### config.mk
export PLATFORM = sky130hd
export DESIGN_NAME = decade_ring_counter
export DESIGN_NICKNAME = d
export VERILOG_FILES = /design/src/rtl/decade_pkg.sv /design/src/rtl/sync_chain.sv /design/src/rtl/ring_state.sv /design/src/rtl/slot_decode.sv /design/src/rtl/decade_ring_counter.sv
export SDC_FILE = /design/constraint.sdc
export NUM_CORES = 1
export LEC_CHECK = 0
export BUFFER_PORTS_ARGS = -buffer_cell sky130_fd_sc_hd__buf_2
export CAP_MARGIN = 20
export CORE_MARGIN = 8
export CORE_UTILIZATION = 52
export CTS_CLUSTER_SIZE = 28
export DETAILED_ROUTE_END_ITERATION = 6
export PLACE_DENSITY = 0.84
export SYNTH_ARGS = -nofsm -noshare
export SYNTH_HDL_FRONTEND = slang
export SYNTH_HIERARCHICAL = 1
export SYNTH_SLANG_ARGS = --single-unit
### constraint.sdc
create_clock -name clk -period 3.6 [get_ports clk]
set_clock_uncertainty 0.2 [all_clocks]
set_input_delay 0.9 -clock clk [delete_from_list [all_inputs] [get_ports clk]]
set_output_delay 0.9 -clock clk [all_outputs]
set_load 0.005 [all_outputs]
### src/rtl/decade_pkg.sv
package decade_pkg;
  parameter int unsigned RING_W  = 5;
  localparam int unsigned SLOT_N = 2 * RING_W;

  typedef logic [RING_W-1:0] ring_t;

  // A legal twisted-ring code has at most one boundary between neighbouring bits.
  function automatic logic ring_is_legal(input ring_t r);
    int unsigned edges;
    edges = 0;
    for (int i = 1; i < RING_W; i++) begin
      edges += 32'(r[i] ^ r[i-1]);
    end
    return edges <= 1;
  endfunction

  // Shift with inverted feedback; an illegal code is forced back to zero.
  function automatic ring_t ring_step(input ring_t r);
    if (!ring_is_legal(r)) return '0;
    return {r[RING_W-2:0], ~r[RING_W-1]};
  endfunction
endpackage

### src/rtl/sync_chain.sv
module sync_chain #(
  parameter int unsigned STAGES = 2
) (
  input  logic clk,
  input  logic rst,
  input  logic d,
  output logic q
);
  logic [STAGES-1:0] chain_q;

  always_ff @(posedge clk or posedge rst) begin
    if (rst) chain_q <= '0;
    else     chain_q <= {chain_q[STAGES-2:0], d};
  end

  assign q = chain_q[STAGES-1];
endmodule

### src/rtl/ring_state.sv
module ring_state
  import decade_pkg::*;
(
  input  logic  clk,
  input  logic  rst,
  input  logic  adv,
  input  logic  ld_en,
  input  ring_t ld_val,
  output ring_t ring,
  output logic  legal
);
  ring_t ring_q;

  always_ff @(posedge clk or posedge rst) begin
    if (rst)        ring_q <= '0;
    else if (ld_en) ring_q <= ld_val;
    else if (adv)   ring_q <= ring_step(ring_q);
  end

  assign ring  = ring_q;
  assign legal = ring_is_legal(ring_q);
endmodule

### src/rtl/slot_decode.sv
module slot_decode
  import decade_pkg::*;
(
  input  ring_t              ring,
  output logic [SLOT_N-1:0]  slot,
  output logic               carry
);
  // Each slot looks at one pair of neighbouring ring bits.
  generate
    for (genvar k = 0; k < SLOT_N; k++) begin : g_slot
      if (k == 0) begin : g_zero
        assign slot[k] = ~ring[RING_W-1] & ~ring[0];
      end else if (k < RING_W) begin : g_fill
        assign slot[k] = ring[k-1] & ~ring[k];
      end else if (k == RING_W) begin : g_full
        assign slot[k] = ring[RING_W-1] & ring[0];
      end else begin : g_drain
        assign slot[k] = ~ring[k-RING_W-1] & ring[k-RING_W];
      end
    end
  endgenerate

  assign carry = ~ring[RING_W-1];
endmodule

### src/rtl/decade_ring_counter.sv
module decade_ring_counter
  import decade_pkg::*;
#(
  parameter int unsigned SYNC_STAGES = 2
) (
  input  logic              clk,
  input  logic              rst,
  input  logic              cnt_clk,
  input  logic              cnt_inh,
  input  logic              ld_en,
  input  logic [RING_W-1:0] ld_val,
  output logic [SLOT_N-1:0] slot,
  output logic              carry
);
  localparam int unsigned PRIME_W = SYNC_STAGES + 1;

  logic clk_s, inh_s, clk_d, inh_d;
  logic [PRIME_W-1:0] prime_q;
  logic ck_rise_w, inh_fall_w, adv_w, legal_w;
  ring_t ring_w;

  sync_chain #(.STAGES(SYNC_STAGES)) u_sync_clk (
    .clk(clk), .rst(rst), .d(cnt_clk), .q(clk_s));
  sync_chain #(.STAGES(SYNC_STAGES)) u_sync_inh (
    .clk(clk), .rst(rst), .d(cnt_inh), .q(inh_s));

  // Previous samples for edge detection; prime_q masks edges until the
  // synchronized values and their delayed copies reflect real inputs.
  always_ff @(posedge clk or posedge rst) begin
    if (rst) begin
      clk_d   <= 1'b0;
      inh_d   <= 1'b0;
      prime_q <= '0;
    end else begin
      clk_d   <= clk_s;
      inh_d   <= inh_s;
      prime_q <= {prime_q[PRIME_W-2:0], 1'b1};
    end
  end

  assign ck_rise_w  = clk_s & ~clk_d & ~inh_s;
  assign inh_fall_w = inh_d & ~inh_s & clk_s;
  assign adv_w      = prime_q[PRIME_W-1] & (ck_rise_w | inh_fall_w);

  ring_state u_ring (
    .clk(clk), .rst(rst), .adv(adv_w), .ld_en(ld_en),
    .ld_val(ld_val), .ring(ring_w), .legal(legal_w));

  slot_decode u_dec (
    .ring(ring_w), .slot(slot), .carry(carry));
endmodule

==> flow_metrics.env <==
export IMPL_overflow=0
export IMPL_pwr_share_comb=0.297
export IMPL_max_cap_violations=0
export IMPL_fmax_mhz=392
export IMPL_wl_met1_um=565
export IMPL_clk_latency_ns=0.27
export IMPL_status="finished clean"
export IMPL_p_int_mw=0.269
export IMPL_p_leak_nw=0.443
export IMPL_cp_data_required_time_ns=3.55
export IMPL_drive_gt1_frac=0.318
export IMPL_grt_setup_unrepaired="false"
export IMPL_pin_count=21
export IMPL_dp_hpwl_um=1100
export IMPL_start_util=0.558
export IMPL_cts_buffer_depth=2
export IMPL_ys_warn_count=6
export IMPL_netlist_instances=63
export IMPL_slew_viol_final=0
export IMPL_finalCriticalPeriod_ns=2.55
export IMPL_wl_met2_um=692
export IMPL_antenna_found_initial=0
export IMPL_p_sw_frac=0.284
export IMPL_fin_area_um2=863
export IMPL_postSynthAreaPerCell_um2=11.5
export IMPL_total_power_mw=0.375
export IMPL_crit_path_max_fanout=8
export IMPL_num_rows=13
export IMPL_worstSetupEndpointType="register"
export IMPL_wl_met3_um=116
export IMPL_grt_pass1_vias=556
export IMPL_post_cts_resized=0
export IMPL_cts_num_sinks=14
export IMPL_hold_path_class="register to register"
export IMPL_root_buffer="clkbuf_4"
export IMPL_synth_nets=76
export IMPL_gp_congestion=0.753
export IMPL_drt_iter0_drc=3
export IMPL_fp_dieH_um=53.4
export IMPL_numCtsBuffers=3
export IMPL_hold_buffers=0
export IMPL_start_kind="register"
export IMPL_critPathKind="register to register"
export IMPL_wl_per_cell_um=13.7
export IMPL_layout_nets=100
export IMPL_htree_levels=1
export IMPL_finalSetupViolations=0
export IMPL_cellPowerDensity_nw_per_um2=434
export IMPL_p_clk_frac=0.215
export IMPL_hold_viol=0
export IMPL_coreArea_um2=1300
export IMPL_placed_cell_area_um2=841
export IMPL_seqPwrFrac=0.488
export IMPL_drcViolationCount=0
export IMPL_die_width_um=53.4
export IMPL_die_area_um2=2850
export IMPL_routed_via_count=511
export IMPL_setup_tns_ns=0
export IMPL_cts_tree="done"
export IMPL_drt_vias_per_instance=5.11
export IMPL_wl_um=1370
export IMPL_power_switching_mw=0.106
export IMPL_grt_usage=0.111
export IMPL_grt_pass1_wl_um=2320
export IMPL_dr_pass1_iters=4
export IMPL_cp_data_arrival_time_ns=2.50
export IMPL_port_buffers=20
export IMPL_num_antenna_cells=0
export IMPL_max_vdd_ir_drop_mv=0.428
export IMPL_syn_cell_area_um2=726
export IMPL_cts_setup_buffers=0
export IMPL_fin_crit_sh=0.709
export IMPL_area_growth_pct=19.0
export IMPL_clk_pin_slew_worst_paths_ns=0.08
export IMPL_top_layer="met3"
export IMPL_grt_max_degree=11
export IMPL_route_antenna_remaining_nets=0
## final cells by class
| cell class | instances | area [um2] |
|---|---|---|
| inverters | 7 | 26.3 |
| flip-flops and latches | 14 | 350 |
| well taps | 15 | 18.8 |
| multi-input cells | 41 | 345 |
| repair buffers | 20 | 100 |
| clock buffers | 3 | 22.5 |
| fillers | 123 | 438 |
## flip-flops by register name (all words and copies together), names as in the netlist
signal	count
u_ring/ring	5
u_sync_inh/chain_q	2
clk_d	1
u_sync_clk/chain_q	2
prime_q	3
inh_d	1
## power groups by stage
stage,Sequential (mW),Clock [mW],Combinational (mW)
finish,0.183,0.0807,0.111
global route,0.186,0.0873,0.124
CTS,0.183,0.0833,0.113
detailed placement,0.186,0,0.112
global placement,0.185,0,0.104
floorplan,0.182,0,0.0785
## layer usage
layer,GRT usage,up-vias
li1,-,249
met1,0.106,246
met2,0.205,16
met3,0.0588,0
met4,0.0252,0
met5,0,-
## critical path: stages, from the launching register on
cell      delay, ns
dfrtp_1        0.46
xnor2_1        0.18
fa_1           0.54
inv_1          0.05
ha_1           0.19
ha_1           0.34
and4bb_1       0.21
o31a_1         0.27
## worst paths after layout
kind                                                  from                              end  slack, ns  cells past startpoint
worst max-delay path            u_ring/ring[1]$_DFFE_PP0P_       u_ring/ring[1]$_DFFE_PP0P_       1.05                      7
worst min-delay path                  prime_q[1]$_DFF_PP0_             prime_q[2]$_DFF_PP0_       0.15                      0
worst max register to register  u_ring/ring[1]$_DFFE_PP0P_       u_ring/ring[1]$_DFFE_PP0P_       1.05                      7
worst min register to register        prime_q[1]$_DFF_PP0_             prime_q[2]$_DFF_PP0_       0.15                      0
max in group asynchronous                              rst       u_ring/ring[1]$_DFFE_PP0P_       2.68                      2
min in group asynchronous                              rst  u_sync_clk/chain_q[1]$_DFF_PP0_       0.30                      2
## metrics by stage
stage	setup WS, ns	hold WS (ns)	utilization	instances
floorplan	1.20	0.131	-	63
global placement	1.13	0.132	0.646	97
detailed placement	1.04	0.142	0.646	97
CTS	1.03	0.158	0.663	100
global route	0.969	0.159	0.663	100
finish	1.05	0.150	0.663	100
## cell usage in the layout, fill, tap and decap left out, drive strengths merged, types with 2 or more instances in the layout
cell    instances
xnor2           3
nor2b           9
inv             7
and4bb          4
ha              2
and2b           5
o31a            5
clkbuf          3
buf            20
nand2b          5
dfrtp          14
No activity file was read; power rests on OpenSTA's default activity.
